--- src/rtl/alarm_cmp_pkg.sv ---
package alarm_cmp_pkg;
   localparam int ALM_FIELD_W  = 8;
   localparam int ALM_N_FIELDS = 6;

   typedef enum int {
      FLD_SEC  = 0,
      FLD_MIN  = 1,
      FLD_HOUR = 2,
      FLD_WDAY = 3,
      FLD_MDAY = 4,
      FLD_MON  = 5
   } alm_field_e;
endpackage

--- src/rtl/alarm_store.sv ---
module alarm_store #(
   parameter int FW = 8,
   parameter int NF = 6,
   parameter int IW = 3
) (
   input  logic             clk,
   input  logic             rst_n,
   input  logic             wr,
   input  logic [IW-1:0]    idx,
   input  logic [FW-1:0]    wdata,
   output logic [NF*FW-1:0] bytes_o
);
   for (genvar f = 0; f < NF; f++) begin : g_fld
      logic [FW-1:0] byte_q;
      always_ff @(posedge clk or negedge rst_n) begin
         if (!rst_n) begin
            byte_q <= '0;
         end else if (wr && (idx == IW'(f))) begin
            byte_q <= wdata;
         end
      end
      assign bytes_o[f*FW +: FW] = byte_q;
   end
endmodule

--- src/rtl/field_cmp.sv ---
module field_cmp #(
   parameter int FW = 8
) (
   input  logic [FW-1:0] alarm_byte,
   input  logic [FW-1:0] now_val,
   output logic          en_o,
   output logic          eq_o
);
   assign en_o = alarm_byte[FW-1];
   assign eq_o = ({1'b0, alarm_byte[FW-2:0]} == now_val);
endmodule

--- src/rtl/flag_ctrl.sv ---
module flag_ctrl (
   input  logic clk,
   input  logic rst_n,
   input  logic hit,
   input  logic ctl_wr,
   input  logic flag_wd,
   input  logic ie_wd,
   output logic flag_o,
   output logic ie_o,
   output logic irq_o,
   output logic hit_q_o
);
   logic hit_q, flag_q, ie_q;
   logic fresh;

   assign fresh = hit && !hit_q;

   always_ff @(posedge clk or negedge rst_n) begin
      if (!rst_n) begin
         hit_q  <= 1'b0;
         flag_q <= 1'b0;
         ie_q   <= 1'b0;
      end else begin
         hit_q <= hit;
         if (fresh) begin
            flag_q <= 1'b1;
         end else if (ctl_wr && !flag_wd) begin
            flag_q <= 1'b0;
         end
         if (ctl_wr) begin
            ie_q <= ie_wd;
         end
      end
   end

   assign flag_o  = flag_q;
   assign ie_o    = ie_q;
   assign irq_o   = flag_q & ie_q;
   assign hit_q_o = hit_q;
endmodule

--- src/rtl/alarm_comparator.sv ---
module alarm_comparator
   import alarm_cmp_pkg::*;
#(
   parameter  int FIELD_W  = ALM_FIELD_W,
   parameter  int N_FIELDS = ALM_N_FIELDS,
   localparam int IDX_W    = (N_FIELDS > 1) ? $clog2(N_FIELDS) : 1,
   localparam int BUS_W    = FIELD_W * N_FIELDS
) (
   input  logic               clk,
   input  logic               rst_n,
   input  logic [BUS_W-1:0]   now_bcd,
   input  logic               alm_wr,
   input  logic [IDX_W-1:0]   alm_idx,
   input  logic [FIELD_W-1:0] alm_wdata,
   input  logic               ctl_wr,
   input  logic               ctl_flag_wd,
   input  logic               ctl_ie_wd,
   output logic               alm_flag,
   output logic               alm_ie,
   output logic               alm_irq
);
   if (FIELD_W < 2) begin : g_bad_width
      $error("alarm_comparator: FIELD_W must be at least 2");
   end
   if (N_FIELDS < 1) begin : g_bad_count
      $error("alarm_comparator: N_FIELDS must be at least 1");
   end

   logic [BUS_W-1:0]    alarm_bytes;
   logic [N_FIELDS-1:0] en_vec;
   logic [N_FIELDS-1:0] eq_vec;
   logic                hit;
   logic                hit_q;

   alarm_store #(.FW(FIELD_W), .NF(N_FIELDS), .IW(IDX_W)) u_store (
      .clk     (clk),
      .rst_n   (rst_n),
      .wr      (alm_wr),
      .idx     (alm_idx),
      .wdata   (alm_wdata),
      .bytes_o (alarm_bytes)
   );

   for (genvar f = 0; f < N_FIELDS; f++) begin : g_cmp
      field_cmp #(.FW(FIELD_W)) u_cmp (
         .alarm_byte (alarm_bytes[f*FIELD_W +: FIELD_W]),
         .now_val    (now_bcd[f*FIELD_W +: FIELD_W]),
         .en_o       (en_vec[f]),
         .eq_o       (eq_vec[f])
      );
   end

   // a disabled field passes; at least one field must take part
   assign hit = (|en_vec) && (&(eq_vec | ~en_vec));

   flag_ctrl u_flag (
      .clk     (clk),
      .rst_n   (rst_n),
      .hit     (hit),
      .ctl_wr  (ctl_wr),
      .flag_wd (ctl_flag_wd),
      .ie_wd   (ctl_ie_wd),
      .flag_o  (alm_flag),
      .ie_o    (alm_ie),
      .irq_o   (alm_irq),
      .hit_q_o (hit_q)
   );
endmodule

--- config.mk ---
export PLATFORM = sky130hd
export DESIGN_NAME = alarm_comparator
export DESIGN_NICKNAME = d
export VERILOG_FILES = /design/src/rtl/alarm_cmp_pkg.sv /design/src/rtl/alarm_store.sv /design/src/rtl/field_cmp.sv /design/src/rtl/flag_ctrl.sv /design/src/rtl/alarm_comparator.sv
export SDC_FILE = /design/constraint.sdc
export NUM_CORES = 1
export LEC_CHECK = 0
export BUFFER_PORTS_ARGS = -buffer_cell sky130_fd_sc_hd__clkbuf_2
export CORE_MARGIN = 3
export CORE_UTILIZATION = 55
export DETAILED_ROUTE_END_ITERATION = 7
export PLACE_DENSITY = 0.83
export REMOVE_ABC_BUFFERS = 1
export SLEW_MARGIN = 10
export SYNTH_ARGS = -nofsm -noshare
export SYNTH_HDL_FRONTEND = slang
export SYNTH_SLANG_ARGS = --single-unit
--- constraint.sdc ---
create_clock -name clk -period 3.5 [get_ports clk]
set_input_delay 0.35 -clock clk [delete_from_list [all_inputs] [get_ports clk]]
set_output_delay 0.35 -clock clk [all_outputs]
set_load 0.05 [all_outputs]
==> metrics.md, run 1 <==
| Metric | Value |
|---|---|
| Status | complete, no violations |
| Fin nets | 319 |
| Setup tns final | 0 ps |
| RSZ-0062 raised after global routing | no |
| Initial DRC Count | 67 |
| Crit Path Class | register to register |
| CTS Sinks | 51 |
| Fin cells | 305 |
| Critical Path Max Stage Delay | 530 ps |
| Drt pass-1 iters | 4 |
| IO Pins | 68 |
| WP data arrival | 1950 ps |
| Synth cell count leaders | dfrtp_1 (51), mux2_2 (49), xnor2_1 (25), xor2_1 (17), nand4_1 (7) |
| Post-CTS Setup Inserts | 0 |
| Max Buffers Root-to-Sink | 2 |
| Gate Count Post-Synth | 182 |
| DRT antenna net count | 0 |
| Drt drc | 0 |
| Diode count | 0 |
| Cell type with the largest total area after synthesis | dfrtp_1 |
| Crit Path Max Fanout | 2 |
| Antenna violations before repair | 0 |
| Slowest CP cell | or4_1 |
| Setup Viol. Count Final | 0 |
| Compound-Gate Fraction of Synth Area | 2.44% |
| Clk_skew | 6.44 ps |
| CP Launch Point | u_store.g_fld[0].byte_q[2] |
| Initial Util | 59.3% |
| Worst slew margin | 42.4% |
| Number of synthesized flops with an enable pin | 0 |
| Cts bufs inserted | 5 |
| CP endpoint | u_flag.flag_o |
| GPL Wtd Cong | 0.760 |
| Grt ovf | 0 |
| Core area | 4140 µm² |
| Pwr dens | 522 nW/µm² |
| Critical-path cell list | xor2_1, or4_1, o21ai_1, nand4_1, o31ai_2 |
| Capturing point of the worst reg2reg path | u_flag.flag_o |
| Clk pin slew, worst setup/hold paths | 90 ps |
| Ys async rst share | 100% |
| Hold Vio Cnt, Final | 0 |
| Synth Area in Adders | 0% |
| Max Clk Rate | 579 MHz |
| Die height | 72.8 µm |
| Fillers | 314 |
| Die area | 5310 µm² |
| Levels on crit path | 5 |
| Post-synth cell types | 27 |
| Cts hold-fix bufs | 0 |
| Worst setup margin | 1770 ps |
| First-pass GRT wire length | 7940 µm |
| Synth Flop Type | dfrtp_1 |
| CTS root buf | clkbuf_8 |
| Dpl hpwl | 3800 µm |
| Share of cells above drive strength 1 | 51.0% |
| Cell area after layout | 2950 µm² |
| Peak supply drop | 0.394 mV |
| Mux cell area share after synthesis | 22.5% |
| Slew @ Worst Pin | 864 ps |
| Critical Path End Type | register |
| Min Clock Period, post-route | 1730 ps |
| Reg2Reg Depth | 5 |
| Synth Cell Area | 2460 µm² |
| Switching share of power | 27.9% |
| Clock Latency Late Sink | 310 ps |
| R2R setup slack | 1770 ps |
| Main combinational cell family by area after synthesis | multiplexers |
| Gr usage total | 20.4% |
| H-tree levels | 2 |
| Via density | 5.50 |
| Sequential share of the synthesized area | 51.9% |
| CTS tree | built |
| Mean Syn Cell Area | 13.5 µm² |
| Critical Path RT | 3720 ps |
| Power share of the clock group | 23.7% |
| Pleak | 1.33 nW |
| Total chip power | 1.54 mW |
| Synth Area in Simple Gates | 7.54% |
| Max-slew violation count | 0 |
| Final Cycle Share | 49.4% |
| WL/cell | 16.1 µm |
| Area share of xor/xnor cells in the synthesized design | 15.0% |
| Comb power frac | 23.8% |
| Seq cells post-synth | 51 |
| Area growth from synthesis to layout | 20.1% |
| Top-count cell post-synth | dfrtp_1 |
| Post-layout util | 71.2% |
| Wirelength, routed | 4910 µm |
| Yosys warnings | 0 |
| Die W | 72.8 µm |
| Psw | 0.431 mW |
| DP Worst Slack | 1710 ps |
| Max-Cap Viols | 0 |
| Hold Slack | 142 ps |
| # resized after CTS | 0 |
| R2r startpoint | u_store.g_fld[0].byte_q[2] |
| Count of buffers from port buffering | 67 |
| Cell family with the largest share of critical-path delay | simple AND/OR/NAND/NOR gates |
| Top post-synthesis cells by area | dfrtp_1 (52%), mux2_2 (22%), xnor2_1 (8.9%) |
| Placed Instances | 297 |
| Sequential Power Share | 52.5% |
| Area share of the largest cell type after synthesis | 51.9% |
| Crit path launch type | register |
| Number of global-route vias before repair | 1674 |
| Via count | 1677 |
| Cell Area, Placed | 2850 µm² |
| Site row count | 23 |
| Path type of the worst min-delay path | primary input to asynchronous set/reset pin |
| Largest net degree at the start of global routing | 36 |
| WP buf/inv | 0 |
| Cell Int Power | 1.11 mW |
==> worst reg2reg max path: stages, from the launching register on <==
cell and delay (ps):
dfrtp_1 410, xor2_1 160, or4_1 530, o21ai_1 140
nand4_1 160, o31ai_2 240
==> worst min-delay path by stage <==
stage               depth (start not counted)                         end  slack, ps           start
floorplan                                   0               u_flag.flag_o         50           rst_n
global placement                            1               u_flag.flag_o        430  u_flag.hit_q_o
detailed placement                          1               u_flag.flag_o        460  u_flag.hit_q_o
CTS                                         1  u_store.g_fld[1].byte_q[3]        160           rst_n
global route                                1  u_store.g_fld[5].byte_q[6]        200           rst_n
finish                                      1  u_store.g_fld[2].byte_q[4]        140           rst_n
==> layer usage <==
| metal | share of wire [%] | track usage [%] | vias to the layer above |
|---|---|---|---|
| met5 | 0 | 0 | - |
| met2 | 49 | 32.0 | 61 |
| met4 | 1.9 | 8.40 | 0 |
| met1 | 43 | 28.0 | 823 |
| met3 | 6.6 | 4.13 | 10 |
| li1 | - | - | 783 |
==> registers in the layout, indices dropped and copies added (netlist names) <==
name,flops
u_flag.flag_o,1
u_flag.hit_q_o,1
u_flag.ie_o,1
u_store.g_fld.byte_q,48
==> power by group through the flow <==
stage               sequential (mW)  clock, mW  combinational (mW)
global placement              0.818          0               0.355
global route                  0.827      0.390               0.407
floorplan                     0.814          0               0.249
detailed placement            0.824          0               0.370
finish                        0.810      0.365               0.366
CTS                           0.811      0.372               0.372
==> logic make-up (layout without fill, tap and decap cells) <==
group,Yosys count,in the layout
compound gates,9,9
xor+xnor,42,42
buf+inv,4,77
flops,51,51
mux,49,49
simple gates,27,27
==> layout by cell type, fill, tap and decap left out <==
master and count:
o21ai_2 2, nor3_1 1, and3b_1 1, nand2_1 2, o21ai_0 2, o21ai_1 3
nand3b_1 1, nor4_1 1, clkbuf_8 7, o31ai_2 1, a21oi_1 1, and2_1 1
nor2_2 1, nand3_1 1, or4_1 5, nand4b_1 1, nor2_1 2, xnor2_1 25
buf_4 1, nand4_1 7, nor3_2 1, mux2_2 49, xor2_1 17, clkbuf_2 67
clkbuf_1 1, nor3b_4 1, nor2b_1 1, inv_1 1, dfrtp_1 51
==> cell type report <==
cell class	instances	area [µm²]	share of cell area, %
Tap cell	50	62.6	2.12
Timing Repair Buffer	68	343	11.6
Multi-Input combinational cell	127	1160	39.5
Sequential cell	51	1280	43.3
Inverter	1	3.75	0.127
Clock buffer	8	100	3.39
(Power assumes the default switching activity.)
==> run 2: changes to the inputs <==
--- a/config.mk
+++ b/config.mk
@@ -7,9 +7,9 @@
 export LEC_CHECK = 0
 export BUFFER_PORTS_ARGS = -buffer_cell sky130_fd_sc_hd__clkbuf_2
 export CORE_MARGIN = 3
-export CORE_UTILIZATION = 55
+export CORE_UTILIZATION = 47
 export DETAILED_ROUTE_END_ITERATION = 7
-export PLACE_DENSITY = 0.83
+export PLACE_DENSITY = 0.76
 export REMOVE_ABC_BUFFERS = 1
 export SLEW_MARGIN = 10
 export SYNTH_ARGS = -nofsm -noshare
==> constraint.sdc (replaced) <==
create_clock -name clk -period 1.5 [get_ports clk]
set_input_delay 0.15 -clock clk [delete_from_list [all_inputs] [get_ports clk]]
set_output_delay 0.15 -clock clk [all_outputs]
set_load 0.05 [all_outputs]
==> metrics.md, run 2 (synthesized netlist as in run 1, its figures left out) <==
| Metric | Value |
|---|---|
| Status | complete, but fails checks |
| Failing checks | setup timing |
| Core area | 4880 µm² |
| First-pass GRT wire length | 8450 µm |
| Die area | 6130 µm² |
| Final Cycle Share | 111% |
| H-tree levels | 2 |
| Fin nets | 326 |
| Crit Path Max Fanout | 2 |
| Gr usage total | 18.2% |
| Drt drc | 0 |
| WL/cell | 16.0 µm |
| Count of buffers from port buffering | 67 |
| GPL Wtd Cong | 0.773 |
| Most common cell after layout, fill and taps aside | clkbuf_2 |
| Crit Path Class | register to register |
| Min Clock Period, post-route | 1660 ps |
| # resized after CTS | 0 |
| Fillers | 389 |
| Hold Vio Cnt, Final | 0 |
| Max Buffers Root-to-Sink | 2 |
| Critical-path cell list | xor2_1, or4_1, o21ai_2, nand4_1, o31ai_2 |
| Path type of the worst min-delay path | primary input to register |
| Pwr dens | 1180 nW/µm² |
| Wirelength, routed | 5260 µm |
| Critical Path End Type | register |
| Grt ovf | 0 |
| Worst slew margin | 74.6% |
| Cts bufs inserted | 5 |
| Clk_skew | 3.09 ps |
| Via count | 1687 |
| CTS tree | built |
| RSZ-0062 raised after global routing | yes |
| WP data arrival | 1880 ps |
| Peak supply drop | 0.579 mV |
| Critical Path Max Stage Delay | 520 ps |
| Total chip power | 3.62 mW |
| Share of cells above drive strength 1 | 51.9% |
| Worst setup margin | -158 ps |
| DP Worst Slack | -137 ps |
| Site row count | 25 |
| Most flop-heavy register | u_store.g_fld.byte_q |
| Number of global-route vias before repair | 1754 |
| Crit path launch type | register |
| Slowest CP cell | or4_1 |
| IO Pins | 68 |
| Largest net degree at the start of global routing | 52 |
| Flip-flop count of the largest register after layout | 48 |
| Commonest non-fill, non-tap cells in the layout | clkbuf_2 (67), dfrtp_1 (51), mux2_2 (49), xnor2_1 (25), xor2_1 (17) |
| Die height | 78.3 µm |
| Max-slew violation count | 0 |
| Critical Path RT | 1720 ps |
| Max-Cap Viols | 0 |
| Pleak | 1.38 nW |
| Area growth from synthesis to layout | 24.7% |
| CTS Sinks | 51 |
| Area of the multi-input gates | 1160 µm² |
| DRT antenna net count | 0 |
| Drt pass-1 iters | 4 |
| Initial Util | 50.4% |
| Initial DRC Count | 83 |
| Antenna violations before repair | 0 |
| Slew @ Worst Pin | 377 ps |
| Die W | 78.3 µm |
| Post-layout util | 62.8% |
| Dpl hpwl | 3990 µm |
| CTS root buf | clkbuf_8 |
| Diode count | 0 |
| Setup Viol. Count Final | 2 |
| Seq. cell area | 1280 µm² |
| Via density | 5.13 |
| Clk pin slew, worst setup/hold paths | 80 ps |
| Post-CTS Setup Inserts | 0 |
| Clock Latency Late Sink | 310 ps |
| Max Clk Rate | 603 MHz |
[run 2: per-layer routing]
layer,wire length [µm],share of wire (%),GRT usage (%),up-vias
met4,54,1.0,6.82,0
met2,2550,49,30.1,50
met5,0,0,0,-
met3,297,5.6,3.44,5
li1,-,-,-,804
met1,2360,45,23.7,828
[run 2: final timing paths]
kind                                                  from                    endpoint  slack, ps  depth (start not counted)
worst max register to register  u_store.g_fld[2].byte_q[5]               u_flag.flag_o       -160                          5
min in group asynchronous                            rst_n  u_store.g_fld[1].byte_q[2]        360                          3
worst min-delay path                             ctl_ie_wd                 u_flag.ie_o         70                          2
worst max-delay path            u_store.g_fld[2].byte_q[5]               u_flag.flag_o       -160                          5
max in group asynchronous                            rst_n  u_store.g_fld[0].byte_q[5]        910                          3
worst min register to register              u_flag.hit_q_o               u_flag.flag_o        450                          1
[run 2: repair_timing]
action	CTS	global route
pin swaps	2	1
hold buffers	1	0
hold endpoints to repair	51	0
setup endpoints to repair	2	2
[run 2: power by group]
part | switching [mW] | internal (mW) | total, mW
Clock | 0.435 | 0.421 | 0.857
Sequential | 0.211 | 1.67 | 1.89
Combinational | 0.365 | 0.509 | 0.875
[run 2: stage by stage]
stage	std cells	area, µm²	hold slack [ps]	setup TNS, ps
2_1_floorplan	179	2440	-146	-44.3
3_3_place_gp	320	2950	162	-105
3_5_place_dp	320	2950	164	-157
4_1_cts	329	3060	71.8	-170
5_1_grt	329	3060	80.6	-329
6_report	329	3060	73.4	-187
[run 2: final cells by class]
type | count | share of cell area (%)
clock buffers | 8 | 3.27
repair buffers | 75 | 14.2
inverters | 1 | 0.122
well taps | 67 | 2.74
multi-input cells | 127 | 38.0
flip-flops and latches | 51 | 41.6
[run 2: critical path, delay by kind of cell (launching register included)]
family / cells / cell delay (ps)
DFF: 1 / 390
xor gates and xnor gates: 1 / 140
and+or+nand+nor: 2 / 680
AOI/OAI and AO/OA: 2 / 370
